--- config.mk ---
export PLATFORM = sky130hd
export DESIGN_NAME = join2_hold
export DESIGN_NICKNAME = d
export VERILOG_FILES = /design/src/rtl/join2_hold.sv
export SDC_FILE = /design/constraint.sdc
export NUM_CORES = 1
export LEC_CHECK = 0
export CORE_UTILIZATION = 50
export CTS_BUF_LIST = sky130_fd_sc_hd__clkbuf_4 sky130_fd_sc_hd__clkbuf_8 sky130_fd_sc_hd__clkbuf_16
export DETAILED_ROUTE_END_ITERATION = 12
export DONT_BUFFER_PORTS = 1
export GPL_TIMING_DRIVEN = 0
export MAX_ROUTING_LAYER = met4
export SETUP_SLACK_MARGIN = 0.05
export SYNTH_ARGS = -nofsm -noshare
export SYNTH_HDL_FRONTEND = slang
export SYNTH_SLANG_ARGS = --single-unit
--- constraint.sdc ---
create_clock -name clk -period 2.9 [get_ports clk]
set_input_delay 0.145 -clock clk [delete_from_list [all_inputs] [get_ports clk]]
set_output_delay 0.145 -clock clk [all_outputs]
set_load 0.005 [all_outputs]
--- src/rtl/join2_hold.sv ---
module join2_hold #(
  parameter int DW = 8
) (
  input  logic          clk,
  input  logic          rst_n,
  input  logic          l_vld,
  input  logic [DW-1:0] l_data,
  input  logic          r_vld,
  input  logic [DW-1:0] r_data,
  output logic          out_vld,
  output logic [DW:0]   out_data,
  output logic [1:0]    stall,
  output logic          ovf
);
  localparam int OW = DW + 1;
  localparam logic [1:0] ST_NONE   = 2'b00;
  localparam logic [1:0] ST_WAIT_R = 2'b01;
  localparam logic [1:0] ST_WAIT_L = 2'b10;

  logic          l_full, r_full;
  logic [DW-1:0] l_q, r_q;
  logic          l_av, r_av, fire;
  logic          l_hold, r_hold;
  logic [DW-1:0] l_op, r_op;

  assign l_av = l_vld | l_full;
  assign r_av = r_vld | r_full;
  assign fire = l_av & r_av;

  assign l_hold = l_vld & ~r_av;
  assign r_hold = r_vld & ~l_av;

  assign l_op = l_full ? l_q : l_data;
  assign r_op = r_full ? r_q : r_data;

  assign out_vld  = fire;
  assign out_data = OW'(l_op) + OW'(r_op);
  assign ovf      = (l_hold & l_full) | (r_hold & r_full);

  always_comb begin
    if (fire)      stall = ST_NONE;
    else if (l_av) stall = ST_WAIT_R;
    else if (r_av) stall = ST_WAIT_L;
    else           stall = ST_NONE;
  end

  always_ff @(posedge clk) begin
    if (!rst_n) begin
      l_full <= 1'b0;
      r_full <= 1'b0;
      l_q    <= '0;
      r_q    <= '0;
    end else begin
      if (fire)                 l_full <= l_full & l_vld;
      else if (l_hold)          l_full <= 1'b1;
      if (fire)                 r_full <= r_full & r_vld;
      else if (r_hold)          r_full <= 1'b1;
      if (l_vld && (l_full ? fire : l_hold)) l_q <= l_data;
      if (r_vld && (r_full ? fire : r_hold)) r_q <= r_data;
    end
  end
endmodule


* Word level (Yosys, flattened, before mapping)
Cells that the tools add are included.
** Operators by class
- Add/sub/neg operators :: 1
- Multipliers :: 0
- Div/mod/pow operators :: 0
- $lt $le $gt $ge :: 0
- Equality and inequality tests :: 0
- Shifts and indexed selects :: 0
- Mux-type cells :: 11
- Bitwise gates (word level) :: 12
- Reduce and logical (&&, ||, !) cells :: 4
** Operators by type and width (number)
- $mux 8 :: 2
- $add 8x8->9 :: 1
- $and 1x1->1 :: 7
- $mux 1 :: 6
- $mux 2 :: 3
- $reduce_bool 2->1 :: 2
- $or 1x1->1 :: 3
- $logic_and 1x1->1 :: 2
- $not 1->1 :: 2
** Storage, ports and cells
- Register bits after elaboration :: 18
- Latch bits :: 0
- RAM bits :: 0
- ROM bits :: 0
- Input bits :: 20
- Output and inout bits :: 13
- Logic and storage cells :: 32
- Memories kept :: 0

* Longest topological paths before layout
- Depth in word-level cells :: 5
- Depth in mapped cells :: 8
- Gate-level depth less buffers :: 6

* Least setup slack after synthesis
No wires, ideal clock.
- Path type :: flip-flop to output port
- Start :: register l_full
- End :: output port out_data[6]
- Arrival time :: 2.014 ns
- Data required time :: 2.755 ns
- Setup slack :: 0.741 ns
- Cell stages (with the launch flop) :: 8
- Path buffers :: 1
- Cells stage by stage :: dfxtp_1 > buf_2 > mux2_2 > ha_1 > fa_1 > a21oi_1 > o21a_1 > xnor2_1
** Between the ends
- Cells in the longest elaborated chain, start to end :: 2
** RTL lines
- from (decl) :: RTL line 20 : logic l_full, r_full;
- from (signal assigned) :: RTL line 54 : if (fire) l_full <= l_full & l_vld;
- $mux 8 :: RTL line 33 : assign l_op = l_full ? l_q : l_data;
- $add 8x8->9 :: RTL line 37 : assign out_data = OW'(l_op) + OW'(r_op);
- to (decl) :: RTL line 11 : output logic [DW:0] out_data,
No other way between the ends.

* Final worst setup path
- Start :: register r_full
- End :: output port out_data[6]
** Between the ends
- Cells in the longest elaborated chain, start to end :: 2
** RTL lines
- from (decl) :: RTL line 20
- from (signal assigned) :: RTL line 56 : if (fire) r_full <= r_full & r_vld;
- $mux 8 :: RTL line 34 : assign r_op = r_full ? r_q : r_data;
- $add 8x8->9 :: RTL line 37
No other way between the ends.

==> impl_metrics.csv <==
group,metric,value,unit
outcome,status,"finished, violations left",
outcome,violations,"DRC",
worst_setup_path,worstSetupPathType,"reg2out",
pwr,leakagePower,0.611,nW
detailed_routing,routed-via-count,942,
detailed_routing,drt_first_pass_iters,8,
min_path,worstHoldPathCells,2,
pwr,power_switching,0.000198,W
cts,cts.sinks,18,
floorplanning,die_y,52.9,µm
floorplanning,initial_core_util,0.527,
global_route,antenna_found_initial,0,
cts,clockBufferDepth,2,
worst_setup_path,reg2reg_depth,5,
final_layout,syn2layout_area_growth,6.77,%
logic_synthesis,synth-compound-area-share,0.134,
placed_design,port_buffers,0,
logic_synthesis,synth_top_area_share,0.279,
detailed_routing,drc,1,
min_path,holdPathEnd,"l_q[4]$_SDFFE_PN0P_",
pwr,power_frac_seq,0.423,
final_layout,n_fill_cell,235,
worst_setup_path,r2r_slack,1.50,ns
global_route,grt_max_degree,11,
final_layout,drive_above_1_share,0.212,
floorplanning,die_area,2790,µm²
detailed_routing,drt_iter0_drc,15,
pwr,clkPwrFrac,0.247,
worst_setup_path,crit_path_max_fanout,10,
logic_synthesis,synth_edf_count,0,
placed_design,gp_congestion,0.696,
floorplanning,ioPinCount,33,
logic_synthesis,synth_cell_types,31,
logic_synthesis,netlist_top_cells_area,"dfxtp_1, mux2_2, mux2i_1, nor2b_1, ha_1",
final_layout,n_antenna_cell,0,
placed_design,dp_hpwl,1870,µm
cts,tritoncts.num_buffers,3,
global_route,grt_pass1_wl,3950,µm
worst_setup_path,worstPathArrival,2.58,ns
cts,clkSlewWorstSetupHoldPaths,0.10,ns
worst_setup_path,worstSetupStartpointType,"flip-flop",
final_layout,final_cell_mix,"nor2b_1, dfxtp_1, mux2_2, mux2i_1, ha_1",
floorplanning,dieWidth,52.9,µm
detailed_routing,finalWirelength,2480,µm
detailed_routing,wl_per_cell,14.8,µm
logic_synthesis,synth_simple_gate_area_frac,0.156,
timing,finClkSkew,0.00375,ns
pwr,peakVddDrop,0.000251,V
worst_setup_path,r2r_start,"r_full$_SDFFE_PN0P_",
logic_synthesis,ys_ff_latch,18,
global_route,grt_pass1_vias,875,
logic_synthesis,synth_top_family_by_area,"multiplexers",
timing,post-route-period-util,0.941,
logic_synthesis,synth.mux.area_fraction,0.263,
floorplanning,core,2450,µm²
timing,drv_slew,0,
timing,fmax,0.367,GHz
worst_setup_path,rr_endpoint,"l_q[1]$_SDFFE_PN0P_",
timing,final.setup.tns,0,ns
timing,tightestPinTransition,0.402,ns
logic_synthesis,yosysSeqAreaShare,0.279,
logic_synthesis,synth_fa_ha_area_frac,0.0928,
timing,hold_violations,0,
cts,cts_root_buf,"clkbuf_4",
detailed_routing,detail-route-antenna-nets,0,
floorplanning,num_rows,18,
flow_run,drv_cap,0,
logic_synthesis,synth_cells,132,
logic_synthesis,synth_area_leader_cell,"dfxtp_1",
logic_synthesis,synthXorXnorAreaFrac,0.0271,
logic_synthesis,ys.flop_type,"dfxtp_1",
detailed_routing,avgViaCountPerCell,5.64,
logic_synthesis,synthArstFlopShare,0,
min_path,hp-start,"l_data[4]",
min_path,hp-class,"in2reg",
timing,maxSlewHeadroom,0.731,
worst_setup_path,cp.required,2.76,ns
cts,insertion_delay,0.30,ns
timing,rsz0062_at_grt,"no",
pwr,p_sw_frac,0.310,
logic_synthesis,ys_warn_count,0,
cts,cts_tree,"yes",
timing,setup_violations,0,
logic_synthesis,synth_area,1290,µm²
worst_setup_path,cp-end-kind,"primary output",
pwr,pwr_density_cell,462,nW/µm²
logic_synthesis,synth_nets,161,
final_layout,final_util,0.563,
global_route,grtUsageTotal,0.204,
timing,period_minus_slack,2.73,ns
pwr,p_comb_frac,0.331,
logic_synthesis,synth_area_per_cell,9.80,µm²
global_route,gr-total-overflow,0,
final_layout,fin_nets,167,
cts,htreeDepth,1,
pwr,internal_power,0.000441,W
-- through the flow --
step                      worst slack (ns)  instances  cell area (µm²)  hold WS, ns  power [W]
final                                0.172        167             1380       0.0123   0.000639
after global routing                0.0519        167             1380      0.00456   0.000684
after global placement               0.452        162             1330        0.275   0.000480
after CTS                           0.0945        167             1380      0.00790   0.000645
after floorplan                      0.741        132             1290        0.273   0.000454
after detailed placement             0.444        162             1330        0.280   0.000486
-- repair_timing --
action / 4_1_cts / 5_1_grt
hold buffers: 1 / 0
resized for setup: 0 / 2
setup buffers: 0 / 0
endpoints found under the hold margin: 8 / 0
setup endpoints to repair: 0 / 5
-- worst max-delay path by stage --
| stage | startpoint | end | slack (ns) | cells past startpoint |
|---|---|---|---|---|
| final | r_full$_SDFFE_PN0P_ | out_data[6] | 0.17 | 8 |
| after global routing | r_full$_SDFFE_PN0P_ | out_data[6] | 0.05 | 8 |
| after CTS | l_full$_SDFFE_PN0P_ | out_data[6] | 0.09 | 7 |
| after detailed placement | l_full$_SDFFE_PN0P_ | out_data[6] | 0.44 | 7 |
| after global placement | l_full$_SDFFE_PN0P_ | out_data[6] | 0.45 | 7 |
| after floorplan | l_full$_SDFFE_PN0P_ | out_data[6] | 0.74 | 7 |
-- cells by family (layout without fill, tap and decap cells) --
group / count (synthesis) / count (layout)
compound gates: 22 / 22
xor+xnor: 4 / 4
fa+ha+maj: 9 / 9
buf+inv: 10 / 15
flops: 18 / 18
mux: 32 / 32
simple gates: 37 / 37
-- power groups by stage --
stage | clock network [W] | logic (W) | registers [W]
floorplan | 0 | 0.000181 | 0.000273
global placement | 0 | 0.000206 | 0.000274
detailed placement | 0 | 0.000211 | 0.000275
CTS | 0.000162 | 0.000214 | 0.000269
global route | 0.000174 | 0.000238 | 0.000272
finish | 0.000158 | 0.000211 | 0.000270
-- cells in the mapped netlist (all sizes together), types with 3 or more instances --
| master | number |
|---|---|
| a21oi | 5 |
| buf | 5 |
| dfxtp | 18 |
| ha | 8 |
| inv | 4 |
| mux2 | 16 |
| mux2i | 16 |
| nand2 | 5 |
| nand3 | 3 |
| nor2 | 3 |
| nor2b | 17 |
| nor3 | 5 |
| o21a | 4 |
| o21ai | 4 |
-- cell type report --
class                   instances  area [µm²]  share of cell area
clock buffers                   4        36.3              0.0263
repair buffers                  1        10.0             0.00725
flip-flops and latches         18         362               0.262
multi-input cells             104         871               0.630
inverters                       4        15.0              0.0109
plain buffers                   6        50.0              0.0362
well taps                      30        37.5              0.0272
-- flip-flops by register name, summed over array words and instances, names as in the netlist --
register  count
l_q           8
r_q           8
l_full        1
r_full        1
-- metal layers --
| layer | wire length (µm) | track usage | vias to the layer above |
|---|---|---|---|
| li1 | - | - | 481 |
| met1 | 1140 | 0.244 | 438 |
| met2 | 1180 | 0.338 | 23 |
| met3 | 159 | 0.0402 | 0 |
| met4 | 0 | 0.0789 | 0 |
| met5 | 0 | - | - |
-- critical path: stages, from the launching register on --
cell	delay, ns
dfxtp_1	0.34
buf_6	0.12
buf_2	0.25
mux2_2	0.37
ha_1	0.21
fa_1	0.40
a21oi_1	0.26
o21a_1	0.19
xnor2_1	0.15
Note: power is estimated with default switching activity, not from simulation.
